$ cat config.mk
export PLATFORM = sky130hd
export DESIGN_NAME = mbox_hs_top
export DESIGN_NICKNAME = d
export VERILOG_FILES = /design/src/rtl/mbox_pkg.sv /design/src/rtl/mbox_regfile.sv /design/src/rtl/mbox_flags.sv /design/src/rtl/mbox_ready.sv /design/src/rtl/mbox_hs_top.sv
export SDC_FILE = /design/constraint.sdc
export NUM_CORES = 1
export LEC_CHECK = 0
export BUFFER_PORTS_ARGS = -buffer_cell sky130_fd_sc_hd__buf_4
export CORE_MARGIN = 2
export CORE_UTILIZATION = 45
export CTS_CLUSTER_SIZE = 28
export DETAILED_ROUTE_END_ITERATION = 16
export GPL_TIMING_DRIVEN = 0
export PLACE_DENSITY_LB_ADDON = 0.08
export SETUP_SLACK_MARGIN = 0.1
export SLEW_MARGIN = 30
export SYNTH_ARGS = -nofsm -noshare
export SYNTH_HDL_FRONTEND = slang
export SYNTH_SLANG_ARGS = --single-unit
$ cat constraint.sdc
create_clock -name clk -period 5.18 [get_ports clk]
set_clock_uncertainty 0.15 [all_clocks]
set_input_delay 1.554 -clock clk [delete_from_list [all_inputs] [get_ports clk]]
set_output_delay 1.554 -clock clk [all_outputs]
set_load 0.1 [all_outputs]
$ cat src/rtl/mbox_pkg.sv
package mbox_pkg;
    localparam int DATA_W    = 8;
    localparam int ADDR_W    = 4;
    localparam int NUM_DATA  = 15;
    localparam int FIRST_IDX = 0;
    localparam int LAST_IDX  = NUM_DATA - 1;
    localparam int CSR_IDX   = NUM_DATA;

    localparam int B_MWE = 7;
    localparam int B_IEN = 6;
    localparam int B_SWE = 5;
    localparam int B_REN = 4;
    localparam int B_MWM = 0;

    typedef logic [DATA_W-1:0] byte_t;
    typedef logic [ADDR_W-1:0] addr_t;

    typedef struct packed {
        logic  rd;
        logic  wr;
        addr_t addr;
        byte_t wdata;
    } port_req_t;

    typedef struct packed {
        logic mwe;
        logic ien;
        logic swe;
        logic ren;
        logic mwm;
    } csr_t;

    typedef struct packed {
        logic mwe_set, mwe_clr;
        logic swe_set, swe_clr;
        logic rdy_lo,  rdy_hi;
    } hs_evt_t;

    function automatic logic hit_rd(port_req_t p, int idx);
        return p.rd && (p.addr == addr_t'(idx));
    endfunction

    function automatic logic hit_wr(port_req_t p, int idx);
        return p.wr && (p.addr == addr_t'(idx));
    endfunction

    function automatic hs_evt_t decode_evt(port_req_t h, port_req_t l, logic mwm);
        hs_evt_t e;
        e.mwe_set = hit_wr(h, LAST_IDX);
        e.mwe_clr = hit_rd(l, LAST_IDX);
        e.swe_set = hit_wr(l, LAST_IDX);
        e.swe_clr = hit_rd(h, LAST_IDX);
        e.rdy_lo  = (hit_rd(l, FIRST_IDX) && mwm) || hit_wr(l, LAST_IDX);
        e.rdy_hi  = hit_rd(h, LAST_IDX) || hit_rd(h, CSR_IDX) ||
                    hit_wr(h, FIRST_IDX) || hit_wr(l, FIRST_IDX);
        return e;
    endfunction

    function automatic byte_t pack_csr(csr_t c);
        byte_t b = '0;
        b[B_MWE] = c.mwe;
        b[B_IEN] = c.ien;
        b[B_SWE] = c.swe;
        b[B_REN] = c.ren;
        b[B_MWM] = c.mwm;
        return b;
    endfunction

    function automatic logic upd_flag(logic cur, logic set, logic clr);
        return set ? 1'b1 : (clr ? 1'b0 : cur);
    endfunction
endpackage

$ cat src/rtl/mbox_regfile.sv
module mbox_regfile
    import mbox_pkg::*;
#(
    parameter int NUM = NUM_DATA,
    parameter int DW  = DATA_W,
    parameter int AW  = ADDR_W
) (
    input  logic          clk,
    input  logic          rst,
    input  logic          h_wr,
    input  logic [AW-1:0] h_addr,
    input  logic [DW-1:0] h_wdata,
    input  logic          l_wr,
    input  logic [AW-1:0] l_addr,
    input  logic [DW-1:0] l_wdata,
    output logic [DW-1:0] h_val,
    output logic [DW-1:0] l_val
);
    logic [NUM-1:0][DW-1:0] mem_q;

    always_ff @(posedge clk) begin
        if (rst) begin
            mem_q <= '0;
        end else begin
            for (int i = 0; i < NUM; i++) begin
                if (h_wr && h_addr == AW'(i))
                    mem_q[i] <= h_wdata;
                else if (l_wr && l_addr == AW'(i))
                    mem_q[i] <= l_wdata;
            end
        end
    end

    always_comb begin
        h_val = '0;
        l_val = '0;
        for (int i = 0; i < NUM; i++) begin
            if (h_addr == AW'(i)) h_val = mem_q[i];
            if (l_addr == AW'(i)) l_val = mem_q[i];
        end
    end
endmodule

$ cat src/rtl/mbox_flags.sv
module mbox_flags
    import mbox_pkg::*;
(
    input  logic    clk,
    input  logic    rst,
    input  hs_evt_t evt,
    input  logic    ien,
    output logic    mwe,
    output logic    swe,
    output logic    irq
);
    always_ff @(posedge clk) begin
        if (rst) begin
            mwe <= 1'b0;
            swe <= 1'b0;
            irq <= 1'b0;
        end else begin
            mwe <= upd_flag(mwe, evt.mwe_set, evt.mwe_clr);
            swe <= upd_flag(swe, evt.swe_set, evt.swe_clr);
            irq <= mwe & ien;
        end
    end
endmodule

$ cat src/rtl/mbox_ready.sv
module mbox_ready (
    input  logic clk,
    input  logic rst,
    input  logic active,
    input  logic go_lo,
    input  logic go_hi,
    output logic rdy
);
    always_ff @(posedge clk) begin
        if (rst)         rdy <= 1'b1;
        else if (!active) rdy <= 1'b1;
        else if (go_hi)  rdy <= 1'b1;
        else if (go_lo)  rdy <= 1'b0;
    end
endmodule

$ cat src/rtl/mbox_hs_top.sv
module mbox_hs_top
    import mbox_pkg::*;
(
    input  logic              clk,
    input  logic              rst,
    input  logic              slave_mode,
    input  logic              h_rd,
    input  logic              h_wr,
    input  logic [ADDR_W-1:0] h_addr,
    input  logic [DATA_W-1:0] h_wdata,
    output logic [DATA_W-1:0] h_rdata,
    input  logic              l_rd,
    input  logic              l_wr,
    input  logic [ADDR_W-1:0] l_addr,
    input  logic [DATA_W-1:0] l_wdata,
    output logic [DATA_W-1:0] l_rdata,
    output logic              irq_o,
    output logic              rdy_o
);
    port_req_t h_req, l_req;
    hs_evt_t   evt;
    logic      ien_q, ren_q, mwm_q;
    logic      mwe_w, swe_w;
    byte_t     h_mem, l_mem, stat_b;
    csr_t      stat;

    assign h_req = '{rd: h_rd, wr: h_wr, addr: h_addr, wdata: h_wdata};
    assign l_req = '{rd: l_rd, wr: l_wr, addr: l_addr, wdata: l_wdata};
    assign evt   = decode_evt(h_req, l_req, mwm_q);

    mbox_regfile #(.NUM(NUM_DATA), .DW(DATA_W), .AW(ADDR_W)) u_regs (
        .clk(clk), .rst(rst),
        .h_wr(h_wr), .h_addr(h_addr), .h_wdata(h_wdata),
        .l_wr(l_wr), .l_addr(l_addr), .l_wdata(l_wdata),
        .h_val(h_mem), .l_val(l_mem)
    );

    mbox_flags u_flags (
        .clk(clk), .rst(rst), .evt(evt), .ien(ien_q),
        .mwe(mwe_w), .swe(swe_w), .irq(irq_o)
    );

    mbox_ready u_rdy (
        .clk(clk), .rst(rst), .active(slave_mode & ren_q),
        .go_lo(evt.rdy_lo), .go_hi(evt.rdy_hi), .rdy(rdy_o)
    );

    // control bits: host write is applied last, so it wins
    always_ff @(posedge clk) begin
        if (rst) begin
            ien_q <= 1'b0;
            ren_q <= 1'b0;
            mwm_q <= 1'b0;
        end else begin
            if (hit_wr(l_req, CSR_IDX)) begin
                ien_q <= l_wdata[B_IEN];
                ren_q <= l_wdata[B_REN];
            end
            if (hit_wr(h_req, CSR_IDX)) begin
                ien_q <= h_wdata[B_IEN];
                ren_q <= h_wdata[B_REN];
                mwm_q <= h_wdata[B_MWM];
            end
        end
    end

    assign stat   = '{mwe: mwe_w, ien: ien_q, swe: swe_w, ren: ren_q, mwm: mwm_q};
    assign stat_b = pack_csr(stat);

    always_ff @(posedge clk) begin
        if (rst) begin
            h_rdata <= '0;
            l_rdata <= '0;
        end else begin
            if (h_rd) h_rdata <= (h_addr == addr_t'(CSR_IDX)) ? stat_b : h_mem;
            if (l_rd) l_rdata <= (l_addr == addr_t'(CSR_IDX)) ? stat_b : l_mem;
        end
    end
endmodule

==> results of run 1 <==
critical path: stages:
cell and delay, ps:
buf_4 180, buf_6 170, nor2b_1 810, nand2_1 450, clkbuf_1 330, a311oi_1 290
power by group:
group          internal (mW)  total (mW)  switching [mW]
logic                  0.146       0.533           0.387
clock network          0.680        1.24           0.556
registers               1.14        1.19          0.0547
total                   1.96        2.96           0.998
layer usage:
| metal | up-vias | global-route usage [%] |
|---|---|---|
| li1 | 4385 | - |
| met1 | 4858 | 58.9 |
| met4 | 0 | 28.6 |
| met2 | 775 | 59.6 |
| met3 | 202 | 11.1 |
| met5 | - | 0 |
state kept, by name, summed over array words and instances, names as in the netlist:
register      count
u_flags.swe       1
u_rdy.rdy         1
h_rdata           8
u_flags.irq       1
mwm_q             1
ien_q             1
u_regs.mem_q    120
u_flags.mwe       1
l_rdata           8
ren_q             1
worst min path at each step:
| stage | startpoint | endpoint | depth (start not counted) |
|---|---|---|---|
| 3_3_place_gp | u_flags.mwe$_SDFFE_PP0P_ | u_flags.irq$_SDFF_PP0_ | 2 |
| 4_1_cts | u_flags.mwe$_SDFFE_PP0P_ | u_flags.irq$_SDFF_PP0_ | 2 |
| 5_1_grt | u_flags.mwe$_SDFFE_PP0P_ | u_flags.irq$_SDFF_PP0_ | 2 |
| 2_1_floorplan | u_flags.mwe$_SDFFE_PP0P_ | u_flags.irq$_SDFF_PP0_ | 2 |
| 6_report | h_rdata[2]$_SDFFE_PP0P_ | h_rdata[2]$_SDFFE_PP0P_ | 2 |
| 3_5_place_dp | u_flags.mwe$_SDFFE_PP0P_ | u_flags.irq$_SDFF_PP0_ | 2 |
layout by cell type, fill, tap and decap left out, types with 9 or more instances in the layout:
cell / instances
nor3_1: 15
mux2_2: 11
a211oi_1: 84
o21ai_0: 93
mux2i_1: 94
a31oi_1: 9
nand3_1: 24
a22oi_1: 12
a311oi_1: 54
buf_4: 50
o22ai_1: 10
inv_1: 17
nand2b_1: 12
nor2b_1: 13
a21oi_1: 54
nand2_1: 105
clkbuf_1: 54
mux4_2: 10
a221oi_1: 9
clkbuf_16: 17
nor2_1: 177
buf_2: 39
dfxtp_1: 143
cell type report:
class / instances / area, µm²
antenna: 1 / 2.50
timing repair buffer: 40 / 304
multi-input combinational: 877 / 5600
inverter: 20 / 75.1
clock inverter: 13 / 130
buffer: 114 / 532
fill: 1977 / 9310
sequential: 143 / 2860
tap: 265 / 332
clock buffer: 18 / 439
cells by family after synthesis:
group,count (synthesis)
AND/OR/NAND/NOR,384
AO/OA/AOI/OAI,378
flip-flops,143
buffers and inverters,134
multiplexers,115
==> tab_implementation.tex, run 1 <==
\begin{tabular}{lr}
\hline
Metric & Value \\
\hline
\multicolumn{2}{l}{\textbf{Critical path}} \\
\quad Worst reg2reg path depth & 4 \\
\quad Start point of the critical path & h\_addr[0] \\
\quad Worst r2r src & u\_regs.mem\_q[7]\$\_SDFFE\_PP0P\_ \\
\quad Capture point of the worst path & u\_regs.mem\_q[115]\$\_SDFFE\_PP0P\_ \\
\quad Data arrival, critical path & 3780 ps \\
\quad Flop-to-flop setup slack & approximately 3000 ps \\
\quad Sort of element at the start of the critical path & primary input \\
\quad R2R Path End & l\_rdata[7]\$\_SDFFE\_PP0P\_ \\
\quad Setup CP Type & in -> reg \\
\quad Required @ worst endpoint & 5380 ps \\
\quad Critical Path End Type & flop \\
\quad Worst-path fanout max & 10 \\
\multicolumn{2}{l}{\textbf{Synthesis}} \\
\quad Number of synthesized register bits & 143 \\
\quad Share of cell area taken by muxes after synthesis & 14.2\% \\
\quad Post-synth EDFFs & 0 \\
\quad Mapped cell area & between 9000 and 10000 µm² \\
\quad Main flop type after synthesis & dfxtp\_1 \\
\quad Most area-consuming cells after synthesis & dfxtp\_1 (32\%), mux2i\_1 (10\%), nor2\_1 (7.3\%) \\
\quad Largest family of logic cells by synthesized area & compound AO/OA/AOI/OAI gates \\
\quad Part of the Yosys area used for sequential elements & 31.6\% \\
\quad Count of cell types in the netlist & 62 \\
\quad Syn Nets & 1185 \\
\quad Mean post-synth cell area & 7.86 µm² \\
\quad Area fraction in and, or, nand and nor cells after synthesis & 19.2\% \\
\quad Instance count of the mapped netlist & 1154 \\
\quad Share of the synthesized area in the top cell type & a little under a third \\
\quad Cell type with the largest total area after synthesis & dfxtp\_1 \\
\quad Leading cell type by number of instances after synthesis & nor2\_1 \\
\quad Cell types with the highest counts after synthesis & nor2\_1 (177), dfxtp\_1 (143), nand2\_1 (105) \\
\quad Synth Area in Compound Gates & 28.4\% \\
\quad Synth Area in Adders & 0\% \\
\quad Share of async-settable or async-resettable flops after synthesis & 0\% \\
\quad Yosys warns & 0 \\
\quad Xor and xnor area share after synthesis & 0\% \\
\multicolumn{2}{l}{\textbf{GRT}} \\
\quad Initial antenna violation count & 1 \\
\quad Global-route wire length before repair & about 66000 µm \\
\quad Grt total ovfl & 0 \\
\quad Via count of the first global-routing pass & 9258 \\
\quad Pin count of the biggest net entering global routing & 17 \\
\quad Overall routing resource usage & 43.1\% \\
\multicolumn{2}{l}{\textbf{Placed design}} \\
\quad Post-Place Cell Area & slightly below 10000 µm² \\
\quad Placed cells & 1459 \\
\quad Gp weighted congestion & 1.13 \\
\quad Worst-case setup slack after placement & $\sim$1200 ps \\
\quad Port Buf Inserts & 39 \\
\quad DP HPWL & 34100 µm \\
\multicolumn{2}{l}{\textbf{Detailed routing}} \\
\quad Number of routed nets with antenna violations & 0 \\
\quad Vias after detailed routing & around 10k \\
\quad WL per Instance & 31.1 µm \\
\quad Highest metal used & met4 \\
\quad Via/cell ratio & 6.85 \\
\quad Number of search-and-repair iterations in the first detailed-routing pass & 6 \\
\quad Detail Route met2 WL & 18300 µm \\
\quad Detailed router's first-iteration violation count & 1393 \\
\quad Met3 wire len & 5710 µm \\
\quad Total wirelength of the detailed-routed design & about 46000 µm \\
\quad Met1 wire length & about 19000 µm \\
\quad DRC violations left & 0 \\
\multicolumn{2}{l}{\textbf{Timing}} \\
\quad Max-Slew Margin vs Limit & 26.5\% \\
\quad Tightest Pin Transition & 1100 ps \\
\quad Unrepaired setup endpoints after global routing & no \\
\quad Minimum clock period after layout & 3590 ps \\
\quad Final setup violating endpoints & 0 \\
\quad Post-layout worst setup margin & roughly 1600 ps \\
\quad Worst hold margin & 324 ps \\
\quad Final total negative setup slack & 0 ps \\
\quad Number of endpoints with negative hold slack in the final report & 0 \\
\quad Fmax achieved & 279 MHz \\
\quad Portion of the clock cycle consumed by the worst path in the final layout & 69.2\% \\
\quad Final-report max-slew violation count & 0 \\
\multicolumn{2}{l}{\textbf{Finish}} \\
\quad Share of layout cells above drive strength 1 & 13.4\% \\
\quad Utilization after layout & 52.5\% \\
\quad Layout Cells excl Fill & 1491 \\
\quad Synth-to-Final Area Change & 13.4\% \\
\quad Post-route cell area & between 10000 and 15000 µm² \\
\quad Nets & 1244 \\
\multicolumn{2}{l}{\textbf{Power}} \\
\quad Power density normalized to cell area & 288 nW/µm² \\
\quad Post-layout power & 2.96 mW \\
\quad Leakage power figure & $\sim$3.7 nW \\
\quad IR drop worst, VDD & 0.000192 V \\
\multicolumn{2}{l}{\textbf{Status}} \\
\quad Result of the run & finished clean \\
\multicolumn{2}{l}{\textbf{Clocking}} \\
\quad Post-CTS Repair Setup Buffers & 0 \\
\quad Maximum root-to-sink buffer count & 2 \\
\quad Post-cts resize count & 0 \\
\quad Number of clock buffers inserted by TritonCTS & 17 \\
\quad Clock slew at the register clock pins of the worst setup and hold paths & about 70 ps \\
\quad Clock Sinks & 143 \\
\quad Cts-stage hold buffer count & 0 \\
\quad Clock tree from TritonCTS & yes \\
\quad Count of H-tree levels built during CTS & 4 \\
\quad Clock Tree Root & clkbuf\_16 \\
\quad Clock latency of the later-clocked register in the worst-skew pair & between 400 and 500 ps \\
\multicolumn{2}{l}{\textbf{Floorplan}} \\
\quad Number of placed I/O pins & 49 \\
\quad Die extent in x & 146 µm \\
\quad Core area & around 20000 µm² \\
\quad Y dimension of the die & $\sim$150 µm \\
\quad DIE AREA & 21300 µm² \\
\quad Number of rows created at floorplan & 51 \\
\quad Starting density of the core & 46.3\% \\
\multicolumn{2}{l}{\textbf{Min path}} \\
\quad Tightest Hold Check Type & reg -> reg \\
\multicolumn{2}{l}{\textbf{Job}} \\
\quad Number of max-cap violations & 0 \\
\hline
\end{tabular}
No activity file was read; power rests on OpenSTA's default activity.
==> run 2: changes to the inputs <==
==> constraint.sdc (replaced) <==
create_clock -name clk -period 3 [get_ports clk]
set_clock_uncertainty 0.15 [all_clocks]
set_input_delay 0.9 -clock clk [delete_from_list [all_inputs] [get_ports clk]]
set_output_delay 0.9 -clock clk [all_outputs]
set_load 0.1 [all_outputs]
==> tab_implementation.tex, run 2 (synthesis results as in run 1) <==
\begin{tabular}{lr}
\hline
Metric & Value \\
\hline
\multicolumn{2}{l}{\textbf{Finish}} \\
\quad Share of layout cells above drive strength 1 & 13.5\% (+0.082 points) \\
\quad Nets & 1244 (unchanged) \\
\quad Utilization after layout & 52.5\% (about the same) \\
\quad Largest register FFs & 120 (unchanged) \\
\quad Synth-to-Final Area Change & 13.4\% (about the same) \\
\quad Most common cell after layout, fill and taps aside & nor2\_1 \\
\quad Post-route cell area & 10300 µm² (about the same) \\
\quad Register name with the most flops & u\_regs.mem\_q \\
\quad Commonest non-fill, non-tap cells in the layout & nor2\_1 (177), dfxtp\_1 (143), nand2\_1 (105) \\
\quad Regs by FF count & u\_regs.mem\_q x120, h\_rdata x8, l\_rdata x8 \\
\quad \# fillers & 1978 (+0.051\%) \\
\multicolumn{2}{l}{\textbf{Floorplan}} \\
\quad Number of placed I/O pins & 49 (unchanged) \\
\quad Starting density of the core & 46.3\% (unchanged) \\
\quad DIE AREA & 21300 µm² (unchanged) \\
\quad Die extent in x & 146 µm (unchanged) \\
\quad Number of rows created at floorplan & 51 (unchanged) \\
\quad Y dimension of the die & 146 µm (unchanged) \\
\quad Core area & 19600 µm² (unchanged) \\
\multicolumn{2}{l}{\textbf{Power}} \\
\quad IR drop worst, VDD & 0.000333 V (+74\%) \\
\quad Internal power contribution & 3.39 mW (+73\%) \\
\quad Leakage power figure & 3.65 nW (about the same) \\
\quad Power density normalized to cell area & 498 nW/µm² (+73\%) \\
\quad Power share of the combinational group & 18.0\% (about the same) \\
\quad Share of total power in the clock network & 41.8\% (about the same) \\
\quad Net switching power & 1.73 mW (+73\%) \\
\quad Share of total power consumed by net switching & 33.7\% (+0.037 points) \\
\quad Flop pwr share & 40.2\% (about the same) \\
\multicolumn{2}{l}{\textbf{Placed design}} \\
\quad Post-Place Cell Area & 9710 µm² (unchanged) \\
\quad DP HPWL & 34100 µm (unchanged) \\
\quad Port Buf Inserts & 39 (unchanged) \\
\quad Gp weighted congestion & 1.13 (unchanged) \\
\multicolumn{2}{l}{\textbf{Timing}} \\
\quad Minimum clock period after layout & 2800 ps \\
\quad Portion of the clock cycle consumed by the worst path in the final layout & 93.2\% \\
\quad Max-Slew Margin vs Limit & 27.5\% (+1.0 points) \\
\quad Fmax achieved & approximately 360 MHz \\
\quad Final-report max-slew violation count & 0 (unchanged) \\
\quad Number of endpoints with negative hold slack in the final report & 0 (unchanged) \\
\quad Final setup violating endpoints & 0 (unchanged) \\
\quad Unrepaired setup endpoints after global routing & no \\
\quad Tightest Pin Transition & 1090 ps (-15.5 ps) \\
\multicolumn{2}{l}{\textbf{GRT}} \\
\quad Pin count of the biggest net entering global routing & 17 (unchanged) \\
\quad Via count of the first global-routing pass & 9258 (unchanged) \\
\quad Global-route wire length before repair & 66400 µm (unchanged) \\
\quad Overall routing resource usage & 43.1\% (unchanged) \\
\quad Initial antenna violation count & 1 (unchanged) \\
\quad Grt total ovfl & 0 (unchanged) \\
\multicolumn{2}{l}{\textbf{Critical path}} \\
\quad Max incr delay on CP & 640 ps (-170 ps) \\
\quad Start point of the critical path & h\_addr[1] \\
\quad Worst-path fanout max & 10 (unchanged) \\
\quad Number of cells on the critical path & 6 (unchanged) \\
\quad Critical Path End Type & flop \\
\quad Series of cell instances along the critical path & buf\_4, buf\_4, nor2\_1, nand3\_1, clkbuf\_1, a311oi\_1 \\
\quad Required @ worst endpoint & 3200 ps (-2180 ps) \\
\quad Worst path top cell family by delay & simple AND/OR/NAND/NOR gates \\
\quad R2R Path End & h\_rdata[4]\$\_SDFFE\_PP0P\_ \\
\quad Worst reg2reg path depth & 5 (+1) \\
\quad Combined buffer and inverter count along the critical path & 3 (unchanged) \\
\quad Crit path top cell by count & buf\_4 \\
\quad Data arrival, critical path & 3000 ps (-780 ps) \\
\quad Setup CP Type & in -> reg \\
\quad Worst r2r src & u\_regs.mem\_q[20]\$\_SDFFE\_PP0P\_ \\
\quad Capture point of the worst path & u\_regs.mem\_q[42]\$\_SDFFE\_PP0P\_ \\
\quad CP max stage cell & nor2\_1 \\
\quad Sort of element at the start of the critical path & primary input \\
\quad Flop-to-flop setup slack & 850 ps (-2170 ps) \\
\multicolumn{2}{l}{\textbf{Detailed routing}} \\
\quad Total wirelength of the detailed-routed design & 46400 µm (about the same) \\
\quad Number of search-and-repair iterations in the first detailed-routing pass & 9 (+3) \\
\quad Vias after detailed routing & 10.3k (+0.38\%) \\
\quad WL per Instance & 31.1 µm (about the same) \\
\quad Detailed router's first-iteration violation count & 1490 (+7.0\%) \\
\quad Number of routed nets with antenna violations & 0 (unchanged) \\
\quad Via/cell ratio & 6.88 (+0.38\%) \\
\quad DRC violations left & 0 (unchanged) \\
\multicolumn{2}{l}{\textbf{Clocking}} \\
\quad Clock Sinks & 143 (unchanged) \\
\quad Maximum root-to-sink buffer count & 2 (unchanged) \\
\quad Count of H-tree levels built during CTS & 4 (unchanged) \\
\quad Clock tree from TritonCTS & yes \\
\quad Post-CTS Repair Setup Buffers & 0 (unchanged) \\
\quad Clock slew at the register clock pins of the worst setup and hold paths & 70 ps (about the same) \\
\quad Clock Tree Root & clkbuf\_16 \\
\quad Number of clock buffers inserted by TritonCTS & 17 (unchanged) \\
\quad Clock latency of the later-clocked register in the worst-skew pair & 440 ps (about the same) \\
\multicolumn{2}{l}{\textbf{Job}} \\
\quad Number of max-cap violations & 0 (unchanged) \\
\multicolumn{2}{l}{\textbf{Min path}} \\
\quad Tightest Hold Check Type & reg -> reg \\
\multicolumn{2}{l}{\textbf{Status}} \\
\quad Result of the run & finished clean \\
\hline
\end{tabular}
-- run 2: final cells by class --
type | instances | area [µm²] | share of cell area, %
Sequential cell | 143 | 2860 | 27.8
Timing Repair Buffer | 40 | 304 | 2.96
Buffer | 114 | 532 | 5.17
Clock buffer | 18 | 439 | 4.27
Clock inverter | 13 | 130 | 1.27
Tap cell | 265 | 332 | 3.22
Antenna cell | 1 | 2.50 | 0.0243
Multi-Input combinational cell | 877 | 5610 | 54.5
Inverter | 20 | 75.1 | 0.730
-- run 2: what timing repair did --
action / 4_1_cts / 5_1_grt
hold buffers: 0 / 0
setup endpoints to repair: 0 / 16
resized for setup: 0 / 1
-- run 2: power groups by stage --
stage               clock, mW  combinational [mW]  sequential (mW)
floorplan                   0               0.461             2.14
global placement            0               0.877             2.09
detailed placement          0               0.878             2.09
CTS                      2.13               0.881             2.05
global route             2.21               0.950             2.06
finish                   2.14               0.921             2.06
-- run 2: per-stage QoR --
step                setup WS [ps]  hold WS, ps  power (mW)  cells  setup TNS (ps)
floorplan                     591          286        2.60   1154               0
global placement             -315          314        2.97   1458          -10770
detailed placement           -354          313        2.97   1459          -10350
CTS                           118          320        5.06   1490               0
global route                  164          357        5.22   1490               0
finish                        203          324        5.12   1491               0
-- run 2: worst register-to-register path, cell delays in order (launching register included) --
cell	delay (ps)
dfxtp_1	380
mux4_2	510
nand2_1	120
a21oi_1	80
a221oi_1	580
o41ai_1	180
-- run 2: per-layer routing --
metal  GRT usage [%]  share of wire (%)  wire length [µm]  vias up
met5               0                  0                 0        -
met4            28.6                7.4              3430        0
met3            11.1                 13              5930      185
met2            59.6                 40             18500      813
met1            58.9                 40             18500     4866
li1                -                  -                 -     4395
-- run 2: worst min path at each step --
stage / from / to / cells past startpoint
floorplan: u_flags.mwe$_SDFFE_PP0P_ / u_flags.irq$_SDFF_PP0_ / 2
finish: h_rdata[2]$_SDFFE_PP0P_ / h_rdata[2]$_SDFFE_PP0P_ / 2
global placement: u_flags.mwe$_SDFFE_PP0P_ / u_flags.irq$_SDFF_PP0_ / 2
global route: u_flags.mwe$_SDFFE_PP0P_ / u_flags.irq$_SDFF_PP0_ / 2
CTS: u_flags.mwe$_SDFFE_PP0P_ / u_flags.irq$_SDFF_PP0_ / 2
detailed placement: u_flags.mwe$_SDFFE_PP0P_ / u_flags.irq$_SDFF_PP0_ / 2
==> run 3: changes to the inputs <==
--- a/config.mk
+++ b/config.mk
@@ -7,10 +7,10 @@
 export LEC_CHECK = 0
 export BUFFER_PORTS_ARGS = -buffer_cell sky130_fd_sc_hd__buf_4
 export CORE_MARGIN = 2
-export CORE_UTILIZATION = 45
+export CORE_UTILIZATION = 31
 export CTS_CLUSTER_SIZE = 28
 export DETAILED_ROUTE_END_ITERATION = 16
-export GPL_TIMING_DRIVEN = 0
+export GPL_TIMING_DRIVEN = 1
 export PLACE_DENSITY_LB_ADDON = 0.08
 export SETUP_SLACK_MARGIN = 0.1
 export SLEW_MARGIN = 30
==> tab_implementation.tex, run 3 (synthesis results as in run 1) <==
\begin{tabular}{lr}
\hline
Metric & Value \\
\hline
\multicolumn{2}{l}{\textbf{GRT}} \\
\quad Overall routing resource usage & 29.1\% (-14 points) \\
\quad Met1 track utilization from global routing & 41.2\% (-18 points) \\
\quad Met2 Resource Use GR & 45.2\% (-14 points) \\
\quad Grt total ovfl & 0 (unchanged) \\
\quad Initial antenna violation count & 0 (-1) \\
\quad GR peak layer & met2 \\
\quad Via count of the first global-routing pass & 9052 (-2.2\%) \\
\quad Pin count of the biggest net entering global routing & 148 (+131) \\
\quad Fraction of met3 tracks used by global routing & 4.13\% (-7.0 points) \\
\quad Global-route wire length before repair & 64900 µm (-2.3\%) \\
\multicolumn{2}{l}{\textbf{Clocking}} \\
\quad Post-cts resize count & 0 (unchanged) \\
\quad Clock Sinks & 143 (unchanged) \\
\quad Cts-stage hold buffer count & 0 (unchanged) \\
\quad Clock latency of the later-clocked register in the worst-skew pair & 450 ps (about the same) \\
\quad Maximum root-to-sink buffer count & 2 (unchanged) \\
\quad Clock Tree Root & clkbuf\_16 \\
\quad Post-CTS Repair Setup Buffers & 0 (unchanged) \\
\quad Clock slew at the register clock pins of the worst setup and hold paths & 60 ps (about the same) \\
\quad Number of clock buffers inserted by TritonCTS & 17 (unchanged) \\
\quad Count of H-tree levels built during CTS & 4 (unchanged) \\
\quad Clock tree from TritonCTS & yes \\
\multicolumn{2}{l}{\textbf{Power}} \\
\quad Power density normalized to cell area & 491 nW/µm² (-1.3\%) \\
\quad IR drop worst, VDD & 0.000415 V (+24\%) \\
\quad Leakage power figure & 3.84 nW (+5.1\%) \\
\multicolumn{2}{l}{\textbf{Floorplan}} \\
\quad Y dimension of the die & 175 µm (+20\%) \\
\quad Core area & 28800 µm² (+47\%) \\
\quad Number of rows created at floorplan & 62 (+22\%) \\
\quad Die extent in x & 175 µm (+20\%) \\
\quad Number of placed I/O pins & 49 (unchanged) \\
\quad Starting density of the core & 31.5\% (-15 points) \\
\quad DIE AREA & 30600 µm² (+44\%) \\
\multicolumn{2}{l}{\textbf{Finish}} \\
\quad Most common cell after layout, fill and taps aside & nor2\_1 \\
\quad Combined area of the multi-input logic cells & 5600 µm² (about the same) \\
\quad Register name with the most flops & u\_regs.mem\_q \\
\quad Area taken by flip-flops and latches & 2860 µm² (unchanged) \\
\quad Utilization after layout & 37.1\% (-15 points) \\
\quad Regs by FF count & u\_regs.mem\_q x120, h\_rdata x8, l\_rdata x8 \\
\quad Commonest non-fill, non-tap cells in the layout & nor2\_1 (177), dfxtp\_1 (143), buf\_4 (119) \\
\quad Nets & 1217 (-2.2\%) \\
\quad Number of diodes & 0 (-1) \\
\quad Largest register FFs & 120 (unchanged) \\
\quad Synth-to-Final Area Change & 17.7\% \\
\quad Post-route cell area & 10700 µm² (+3.8\%) \\
\quad Share of layout cells above drive strength 1 & 16.3\% (+2.9 points) \\
\quad \# fillers & 3031 (+53\%) \\
\multicolumn{2}{l}{\textbf{Job}} \\
\quad Number of max-cap violations & 0 (unchanged) \\
\multicolumn{2}{l}{\textbf{Timing}} \\
\quad Number of endpoints with negative hold slack in the final report & 0 (unchanged) \\
\quad Tightest Pin Transition & 820 ps (-267 ps) \\
\quad Portion of the clock cycle consumed by the worst path in the final layout & 90.7\% (-2.6 points) \\
\quad Max-Slew Margin vs Limit & 45.3\% (+18 points) \\
\quad Worst hold margin & 343 ps (+19.1 ps) \\
\quad Final-report max-slew violation count & 0 (unchanged) \\
\quad Minimum clock period after layout & 2720 ps (-77.3 ps) \\
\quad Post-layout worst setup margin & 280 ps (+77.3 ps) \\
\quad Fmax achieved & 368 MHz (+2.8\%) \\
\quad Final setup violating endpoints & 0 (unchanged) \\
\quad Unrepaired setup endpoints after global routing & no \\
\multicolumn{2}{l}{\textbf{Placed design}} \\
\quad Post-Place Cell Area & 10100 µm² (+3.8\%) \\
\quad DP HPWL & 31000 µm (-9.1\%) \\
\quad Port Buf Inserts & 48 (+23\%) \\
\quad Worst-case setup slack after placement & -86.6 ps (+267 ps) \\
\quad Gp weighted congestion & 0.957 (-15\%) \\
\multicolumn{2}{l}{\textbf{Critical path}} \\
\quad Required @ worst endpoint & 3230 ps (+30 ps) \\
\quad Data arrival, critical path & 2950 ps (-50 ps) \\
\quad Critical Path End Type & flop \\
\quad Worst-path fanout max & 24 (+14) \\
\quad Setup CP Type & in -> reg \\
\quad Sort of element at the start of the critical path & primary input \\
\multicolumn{2}{l}{\textbf{Detailed routing}} \\
\quad Number of routed nets with antenna violations & 0 (unchanged) \\
\quad Via/cell ratio & 6.00 (-13\%) \\
\quad DRC violations left & 0 (unchanged) \\
\quad Vias after detailed routing & 9504 (-7.4\%) \\
\quad Number of search-and-repair iterations in the first detailed-routing pass & 8 (-1) \\
\quad WL per Instance & 28.2 µm (-9.4\%) \\
\quad Detailed router's first-iteration violation count & 988 (-34\%) \\
\quad Total wirelength of the detailed-routed design & 44600 µm (-3.8\%) \\
\multicolumn{2}{l}{\textbf{Min path}} \\
\quad Tightest Hold Check Type & reg -> reg \\
\multicolumn{2}{l}{\textbf{Status}} \\
\quad Result of the run & finished clean \\
\hline
\end{tabular}
## run 3: critical path, cell delays in order
cell and delay, ps:
buf_4 270, nor2b_1 420, a2bb2oi_1 140, o311ai_1 440, a21oi_1 250, o22ai_1 310
a221o_1 200
## run 3: stage by stage
| step | power (mW) | cells | TNS (ps) |
|---|---|---|---|
| after floorplan | 2.60 | 1154 | 0 |
| after global placement | 3.00 | 1551 | -76.7 |
| after detailed placement | 2.99 | 1551 | -86.6 |
| after CTS | 5.26 | 1583 | 0 |
| after global routing | 5.39 | 1583 | 0 |
| final | 5.24 | 1583 | 0 |
## run 3: layer usage
| layer | wire length (µm) | vias to the layer above | part of all wire [%] |
|---|---|---|---|
| met5 | 0 | - | 0 |
| li1 | - | 4354 | - |
| met1 | 20900 | 4729 | 47 |
| met2 | 19900 | 358 | 45 |
| met4 | 1370 | 0 | 3.1 |
| met3 | 2370 | 63 | 5.3 |
## run 3: area by class of cell
class,count,area share [%]
flip-flops and latches,143,26.8
well taps,384,4.50
inverters,20,0.703
repair buffers,127,9.87
multi-input cells,877,52.5
clock buffers,17,3.99
clock inverters,15,1.59
## run 3: worst paths after layout
path / startpoint / endpoint / slack, ps / depth (start not counted)
max: l_addr[1] / l_rdata[6]$_SDFFE_PP0P_ / 280 / 7
min: h_rdata[3]$_SDFFE_PP0P_ / h_rdata[3]$_SDFFE_PP0P_ / 340 / 2
max reg2reg: u_regs.mem_q[39]$_SDFFE_PP0P_ / l_rdata[7]$_SDFFE_PP0P_ / 850 / 5
min reg2reg: h_rdata[3]$_SDFFE_PP0P_ / h_rdata[3]$_SDFFE_PP0P_ / 340 / 2
## run 3: report_power, final
part,internal (mW),switching (mW)
Sequential,1.97,0.0860
Combinational,0.285,0.635
Clock,1.30,0.966
